--- config.mk ---
export PLATFORM = sky130hd
export DESIGN_NAME = vcap_lock_regs
export DESIGN_NICKNAME = d
export VERILOG_FILES = /design/src/rtl/vcap_pkg.sv /design/src/rtl/vcap_decode.sv /design/src/rtl/vcap_field_reg.sv /design/src/rtl/vcap_status.sv /design/src/rtl/vcap_lock.sv /design/src/rtl/vcap_lock_regs.sv
export SDC_FILE = /design/constraint.sdc
export NUM_CORES = 1
export LEC_CHECK = 0
export CAP_MARGIN = 20
export CORE_UTILIZATION = 55
export CTS_BUF_LIST = sky130_fd_sc_hd__clkbuf_4 sky130_fd_sc_hd__clkbuf_8
export CTS_CLUSTER_DIAMETER = 30
export DETAILED_ROUTE_END_ITERATION = 12
export DONT_BUFFER_PORTS = 1
export PLACE_DENSITY = 0.68
export RECOVER_POWER = 100
export SLEW_MARGIN = 10
export SYNTH_ARGS = -nofsm -noshare
export SYNTH_HDL_FRONTEND = slang
export SYNTH_SLANG_ARGS = --single-unit
--- constraint.sdc ---
create_clock -name clk -period 5 [get_ports clk]
set_clock_uncertainty 0.1 [all_clocks]
set_input_delay 0.75 -clock clk [delete_from_list [all_inputs] [get_ports clk]]
set_output_delay 0.75 -clock clk [all_outputs]
set_load 0.05 [all_outputs]
--- src/rtl/vcap_pkg.sv ---
package vcap_pkg;
  localparam int unsigned WORD_W    = 32;
  localparam int unsigned LANES     = WORD_W / 8;
  localparam int unsigned SLOT_HDR0 = 0;
  localparam int unsigned SLOT_HDR1 = 1;
  localparam int unsigned SLOT_CTRL = 2;
  localparam int unsigned SLOT_STAT = 3;
  localparam int unsigned SLOT_LOCK = 4;
  localparam int unsigned SLOT_RNG0 = 5;
  localparam int unsigned STAT_W    = 4;

  // Expand byte enables into a bit mask.
  function automatic logic [WORD_W-1:0] lane_bits(input logic [LANES-1:0] be);
    logic [WORD_W-1:0] m;
    for (int i = 0; i < LANES; i++) m[8*i +: 8] = {8{be[i]}};
    return m;
  endfunction

  // Bits that a write may change: enabled lanes and writable bits.
  function automatic logic [WORD_W-1:0] eff_mask(input logic [LANES-1:0] be,
                                                 input logic [WORD_W-1:0] wmask);
    return lane_bits(be) & wmask;
  endfunction

  // Ordinary masked write.
  function automatic logic [WORD_W-1:0] merge_word(input logic [WORD_W-1:0] old,
                                                   input logic [WORD_W-1:0] wdata,
                                                   input logic [LANES-1:0]  be,
                                                   input logic [WORD_W-1:0] wmask);
    logic [WORD_W-1:0] m;
    m = eff_mask(be, wmask);
    return (old & ~m) | (wdata & m);
  endfunction
endpackage

--- src/rtl/vcap_decode.sv ---
module vcap_decode #(
  parameter int unsigned CAP_BASE  = 12'h100,
  parameter int unsigned NUM_SLOTS = 9,
  localparam int unsigned SLOT_W   = $clog2(NUM_SLOTS)
) (
  input  logic                 clk,
  input  logic                 rst_n,
  input  logic                 req_valid,
  input  logic                 req_write,
  input  logic [9:0]           dw_addr,
  output logic                 hit,
  output logic [SLOT_W-1:0]    slot,
  output logic [NUM_SLOTS-1:0] wr_sel
);
  localparam logic [9:0] BASE_DW = 10'(CAP_BASE >> 2);

  logic [9:0] rel;
  assign rel  = dw_addr - BASE_DW;
  assign hit  = (dw_addr >= BASE_DW) && (rel < 10'(NUM_SLOTS));
  assign slot = rel[SLOT_W-1:0];

  for (genvar s = 0; s < NUM_SLOTS; s++) begin : g_sel
    assign wr_sel[s] = req_valid && req_write && hit && (slot == SLOT_W'(s));
  end

  assert_one_slot_R2: assert property (@(posedge clk) disable iff (!rst_n)
    $onehot0(wr_sel));
  assert_no_stray_write_R2: assert property (@(posedge clk) disable iff (!rst_n)
    !(req_valid && req_write) |-> (wr_sel == '0));
endmodule

--- src/rtl/vcap_field_reg.sv ---
module vcap_field_reg
  import vcap_pkg::*;
#(
  parameter logic [WORD_W-1:0] WMASK = '1
) (
  input  logic              clk,
  input  logic              rst_n,
  input  logic              wr_en,
  input  logic [LANES-1:0]  be,
  input  logic [WORD_W-1:0] wdata,
  input  logic              lock_i,
  output logic [WORD_W-1:0] q
);
  logic wr_ok;
  assign wr_ok = wr_en && !lock_i;

  always_ff @(posedge clk or negedge rst_n) begin
    if (!rst_n)     q <= '0;
    else if (wr_ok) q <= merge_word(q, wdata, be, WMASK);
  end

  assert_idle_hold_R4: assert property (@(posedge clk) disable iff (!rst_n)
    !wr_en |=> $stable(q));
  assert_frozen_when_locked_R8: assert property (@(posedge clk) disable iff (!rst_n)
    lock_i |=> $stable(q));
endmodule

--- src/rtl/vcap_status.sv ---
module vcap_status
  import vcap_pkg::*;
(
  input  logic              clk,
  input  logic              cold_rst_n,
  input  logic              wr_en,
  input  logic              be0,
  input  logic [STAT_W-1:0] wbits,
  input  logic [STAT_W-1:0] set_i,
  output logic [STAT_W-1:0] q
);
  logic [STAT_W-1:0] clr;
  assign clr = (wr_en && be0) ? wbits : '0;

  // A set in the same cycle overrides a clear, so no event is lost.
  always_ff @(posedge clk or negedge cold_rst_n) begin
    if (!cold_rst_n) q <= '0;
    else             q <= (q & ~clr) | set_i;
  end

  assert_set_lands_R6: assert property (@(posedge clk) disable iff (!cold_rst_n)
    (|set_i) |=> ((q & $past(set_i)) == $past(set_i)));
  assert_no_silent_clear_R6: assert property (@(posedge clk) disable iff (!cold_rst_n)
    !wr_en |=> ((q & $past(q)) == $past(q)));
endmodule

--- src/rtl/vcap_lock.sv ---
module vcap_lock (
  input  logic clk,
  input  logic rst_n,
  input  logic wr_en,
  input  logic be0,
  input  logic wbit,
  output logic q
);
  always_ff @(posedge clk or negedge rst_n) begin
    if (!rst_n)                     q <= 1'b0;
    else if (wr_en && be0 && wbit)  q <= 1'b1;
  end

  assert_lock_sticky_R7: assert property (@(posedge clk) disable iff (!rst_n)
    q |=> q);
  assert_lock_needs_write_R7: assert property (@(posedge clk) disable iff (!rst_n)
    (!q && !wr_en) |=> !q);
endmodule

--- src/rtl/vcap_lock_regs.sv ---
module vcap_lock_regs
  import vcap_pkg::*;
#(
  parameter int unsigned CAP_BASE    = 12'h100,
  parameter int unsigned NUM_RANGES  = 2,
  parameter logic [15:0] EXT_CAP_ID  = 16'h0023,
  parameter logic [15:0] VENDOR_ID   = 16'h1D5C,
  parameter logic [3:0]  REVISION    = 4'h2,
  parameter logic [15:0] STRUCT_ID   = 16'h0007,
  localparam int unsigned NUM_SLOTS  = SLOT_RNG0 + 2 * NUM_RANGES,
  localparam int unsigned SLOT_W     = $clog2(NUM_SLOTS),
  localparam logic [11:0] CAP_LEN    = 12'(4 * NUM_SLOTS),
  localparam logic [WORD_W-1:0] CTRL_MASK = 32'h4FFD_0000,
  localparam logic [WORD_W-1:0] HI_MASK   = 32'hFFFF_FFFF,
  localparam logic [WORD_W-1:0] LO_MASK   = 32'hF000_0000
) (
  input  logic                     clk,
  input  logic                     cold_rst_n,
  input  logic                     warm_rst_n,
  input  logic                     req_valid,
  input  logic                     req_write,
  input  logic [9:0]               req_dw_addr,
  input  logic [3:0]               req_be,
  input  logic [31:0]              req_wdata,
  input  logic [11:0]              next_cap_ptr,
  input  logic [3:0]               status_set,
  output logic                     rsp_valid,
  output logic [31:0]              rsp_rdata,
  output logic                     locked,
  output logic [15:0]              ctrl_out,
  output logic [NUM_RANGES*64-1:0] range_base
);
  logic soft_rst_n;
  assign soft_rst_n = cold_rst_n & warm_rst_n;

  logic                 hit;
  logic [SLOT_W-1:0]    slot;
  logic [NUM_SLOTS-1:0] wr_sel;
  logic [WORD_W-1:0]    slot_word [NUM_SLOTS];

  vcap_decode #(.CAP_BASE(CAP_BASE), .NUM_SLOTS(NUM_SLOTS)) u_dec (
    .clk(clk), .rst_n(soft_rst_n), .req_valid(req_valid), .req_write(req_write),
    .dw_addr(req_dw_addr), .hit(hit), .slot(slot), .wr_sel(wr_sel));

  // Header dwords
  assign slot_word[SLOT_HDR0] = {next_cap_ptr, 4'h1, EXT_CAP_ID};
  assign slot_word[SLOT_HDR1] = {CAP_LEN, REVISION, VENDOR_ID};

  // Lock
  logic lock_q;
  vcap_lock u_lock (
    .clk(clk), .rst_n(soft_rst_n), .wr_en(wr_sel[SLOT_LOCK]),
    .be0(req_be[0]), .wbit(req_wdata[0]), .q(lock_q));
  assign slot_word[SLOT_LOCK] = {31'b0, lock_q};
  assign locked = lock_q;

  // Status flags (cold reset only)
  logic [STAT_W-1:0] stat_q;
  vcap_status u_stat (
    .clk(clk), .cold_rst_n(cold_rst_n), .wr_en(wr_sel[SLOT_STAT]),
    .be0(req_be[0]), .wbits(req_wdata[STAT_W-1:0]), .set_i(status_set), .q(stat_q));
  assign slot_word[SLOT_STAT] = {{(WORD_W-STAT_W){1'b0}}, stat_q};

  // Control word
  logic [WORD_W-1:0] ctrl_q;
  vcap_field_reg #(.WMASK(CTRL_MASK)) u_ctrl (
    .clk(clk), .rst_n(soft_rst_n), .wr_en(wr_sel[SLOT_CTRL]), .be(req_be),
    .wdata(req_wdata), .lock_i(lock_q), .q(ctrl_q));
  assign slot_word[SLOT_CTRL] = ctrl_q | {16'b0, STRUCT_ID};
  assign ctrl_out = ctrl_q[31:16];

  // Range bases
  for (genvar r = 0; r < NUM_RANGES; r++) begin : g_rng
    localparam int unsigned S_HI = SLOT_RNG0 + 2 * r;
    localparam int unsigned S_LO = S_HI + 1;
    logic [WORD_W-1:0] hi_q, lo_q;
    vcap_field_reg #(.WMASK(HI_MASK)) u_hi (
      .clk(clk), .rst_n(soft_rst_n), .wr_en(wr_sel[S_HI]), .be(req_be),
      .wdata(req_wdata), .lock_i(lock_q), .q(hi_q));
    vcap_field_reg #(.WMASK(LO_MASK)) u_lo (
      .clk(clk), .rst_n(soft_rst_n), .wr_en(wr_sel[S_LO]), .be(req_be),
      .wdata(req_wdata), .lock_i(lock_q), .q(lo_q));
    assign slot_word[S_HI] = hi_q;
    assign slot_word[S_LO] = lo_q;
    assign range_base[64*r +: 64] = {hi_q, lo_q};
  end

  // Registered read path
  logic        rd_req;
  logic [31:0] rd_word;
  assign rd_req  = req_valid && !req_write;
  assign rd_word = hit ? slot_word[slot] : '0;

  always_ff @(posedge clk or negedge soft_rst_n) begin
    if (!soft_rst_n) begin
      rsp_valid <= 1'b0;
      rsp_rdata <= '0;
    end else begin
      rsp_valid <= rd_req;
      if (rd_req) rsp_rdata <= rd_word;
    end
  end

  assert_read_answered_R2: assert property (@(posedge clk) disable iff (!soft_rst_n)
    rd_req |=> rsp_valid);
  assert_no_spurious_answer_R2: assert property (@(posedge clk) disable iff (!soft_rst_n)
    !rd_req |=> !rsp_valid);
endmodule

==> results.md <==
- Status: finished with violations
- Failing checks: capacitance limit, slew limit
- Register bit total from synthesis: between 100 and 150
- Core ar.: between 0.01 and 0.015 mm²
- Routed vias: 3851
- Register area: slightly above 0.003 mm²
- Avg Cell Area, Syn: 12.5 µm²
- Starting density of the core: 57.3%
- Post-DR vias/cell: 6.12
- Fmax: approximately 290 MHz
- Clock Sink Count: between 100 and 150
- WP data required: 5.26 ns
- CP max-delay cell: nor4_1
- Share of layout cells above drive strength 1: 25.4%
- Antenna-violating nets left: 0
- Gp weighted congestion: slightly above 0.8
- CP Class: input port to flop
- WHS Path Cells: 1
- Post-cts sizing count: 0
- I/O Pins: 245
- Finished layout cell area: ~0.0063 mm²
- Post-synthesis async set-or-reset flop share: 100%
- Pwr Total: 2.24 mW
- Hold path endpoint: u_stat.q[3]$_DFF_PN0_
- WP data arrival: 3.77 ns
- GRT Residual Overflow: 0
- PnR worst setup slack: roughly 1.5 ns
- Antenna violations before repair: 0
- Rows: 37
- WL final: 15000 µm
- Distinct cells, synth: 48
- Peak supply drop: between 0.2 and 0.25 mV
- Worst hold path class: input port to flop
- Pin count of the biggest net entering global routing: 69
- DR DRC count: 0
- Pint: 1.68 mW
- CTS clk-pin slew, worst paths: 0.07 ns
- CTS tree: built
- Worst hold slack: ~0.31 ns
- Seq pwr share: 45.0%
- Max Cap Viol: 2
- Worst-path fanout max: 34
- Setup TNS: 0 ns
- Worst path bufs/invs: 0
- Vias in the first global route: 4079
- Worst skew pair latency: around 0.43 ns
- Number of diodes: 0
- Fin nets: 547
- Comb pwr share: 7.5%
- Worst Setup End Kind: flop
- Post-synth EDFFs: 0
- Crit path max-delay family: simple AND/OR/NAND/NOR gates
- Worst rel slew slack: -5.36%
- H-tree Lvls: 4
- Slew @ Worst Pin: 1.57 ns
- Tcrit/Tclk final: 70.1%
- Mapped Cells: approximately 480
- Bufs on Longest Clock Path: 2
- Inst Count DP: 596
- Die X-Extent: about 110 µm
- Synthesized area: 0.00597 mm²
- Min-delay src: status_set[3]
- Pre-CTS setup slack: 2.02 ns
- Final Util: 60.2%
- CTS Buf Count: 17
- HPWL Detailed: 10500 µm
- Synth Warn #: 0
- Die area: 0.0113 mm²
- Wirelength per Cell: roughly 24 µm
- RSZ-0062 raised after global routing: no
- Area delta synth->final: 5.12%
- Max-slew violations: 44
- CTS Root Cell: clkbuf_8
- Reg2reg start: u_lock.q$_DFFE_PN0P_
- Post-Layout Cell Count: 629
- Min cycle time layout: 3.50 ns
- TritonRoute pass-1 iters: 5
- CP Cell Sequence: nand2b_1, nor4_1, o21a_1, a22o_1
- Switching Share: between 20% and 30%
- Sequential share of the synthesized area: 51.2%
- Setup crit start: req_write
- Fillers: 845
- IO buf count: 0
- Setup-failing EPs final: 0
- Die height: 106 µm
- R2r setup slk: 1.88 ns
- Fin. Hold Viols: 0
- Synth Flop Type: dfrtp_1
- First-pass GRT wire length: 22800 µm
- Total GRT Usage: 27.5%
- R2R depth: 4
- Slowest stage delay, CP: roughly 1.5 ns
- Initial drt markers: 205
- PD cells: approximately 360 mW/mm²
- Leak Pwr: about 3.1 nW
- Multi-input gate area: 0.00253 mm²
- Total net switching power: 554 µW
- Clock share of power: 47.5%
- Critical Path Start Type: input port
- Dpl cell area: 0.00585 mm²
-- synthesized netlist by cell type, types with 2 or more instances --
library cell    n  area [µm²]
a21o_1          4        30.0
nor2b_1         2        12.5
nand2_2         8        50.1
mux2_2         85         957
inv_1           3        11.3
nand2b_1        7        43.8
nor4_1          2        12.5
or3_1           2        12.5
o21ai_0        16        80.1
o22ai_1         5        31.3
buf_2           7        35.0
nor3_1          3        15.0
a221oi_1        3        26.3
a21oi_1         6        30.0
mux2_1          4        45.0
nor4b_1         2        17.5
mux2i_1        30         300
nand3b_1        2        15.0
o2bb2ai_1       5        43.8
nor4_4          3        63.8
o32ai_1         2        17.5
dfrtp_1       122        3050
a211o_1         2        17.5
a22o_1         25         219
nor2_1          5        18.8
a221o_1         2        20.0
and2_1          2        12.5
a2bb2oi_1       3        26.3
clkbuf_1       11        41.3
nand4_1         3        18.8
o31ai_1         3        22.5
nand2_1        12        45.0
buf_4          60         450
or2_2           4        25.0
and3_1          2        12.5
nand3_1         9        45.0
-- per-layer routing --
layer | routed length [µm] | up-vias | GRT usage (%) | part of all wire [%]
li1 | - | 1635 | - | -
met2 | 7790 | 245 | 46.9 | 52
met5 | 0 | - | 0 | 0
met3 | 1500 | 39 | 9.44 | 9.9
met1 | 5250 | 1932 | 30.8 | 35
met4 | 504 | 0 | 13.3 | 3.4
-- final cells by class --
type,count,area share (%)
repair buffers,3,0.399
flip-flops and latches,122,48.7
well taps,136,2.71
clock buffers,20,4.19
inverters,3,0.179
multi-input cells,333,40.4
clock inverters,12,3.49
-- power groups by stage --
stage | sequential [mW] | clock (mW) | combinational, mW
after floorplan | 1.02 | 0 | 0.203
after global placement | 1.03 | 0 | 0.168
after detailed placement | 1.03 | 0 | 0.169
after CTS | 1.01 | 1.07 | 0.170
after global routing | 1.01 | 1.11 | 0.180
final | 1.01 | 1.06 | 0.167
-- worst max path at each step --
stage | slack, ns | cells after the start | endpoint
floorplan | 0.41 | 1 | asynchronous set/reset pin
global placement | 2.07 | 4 | flop
detailed placement | 2.02 | 4 | flop
CTS | 2.47 | 4 | flop
global route | 1.21 | 4 | rsp_rdata[4]$_DFFE_PN0P_
finish | 1.50 | 4 | rsp_rdata[6]$_DFFE_PN0P_
-- cell usage in the layout (no fill, tap or decap), types with 5 or more instances in the layout --
cell,n
nor2_1,5
a22o_1,25
clkbuf_8,18
o21ai_0,16
nand2b_1,7
mux2i_1,30
conb_1,60
o2bb2ai_1,5
a21oi_1,6
bufinv_16,6
mux2_2,85
o22ai_1,5
dfrtp_1,122
nand2_1,20
nor4_1,5
nand3_1,9
-- kinds of logic after synthesis --
kind of cell / synth area share (%)
AND/OR/NAND/NOR: 7.36
flip-flops: 51.2
multiplexers: 21.8
buffers and inverters: 9.08
AO/OA/AOI/OAI: 10.5
other: 0.0628
-- timing repair --
| action | CTS | global route |
|---|---|---|
| endpoints found under the hold margin | 4 | 0 |
| endpoints found under the setup margin | 0 | 0 |
| hold buffers | 1 | 0 |
| setup buffers | 0 | 0 |
Note: power is estimated with default switching activity, not from simulation.
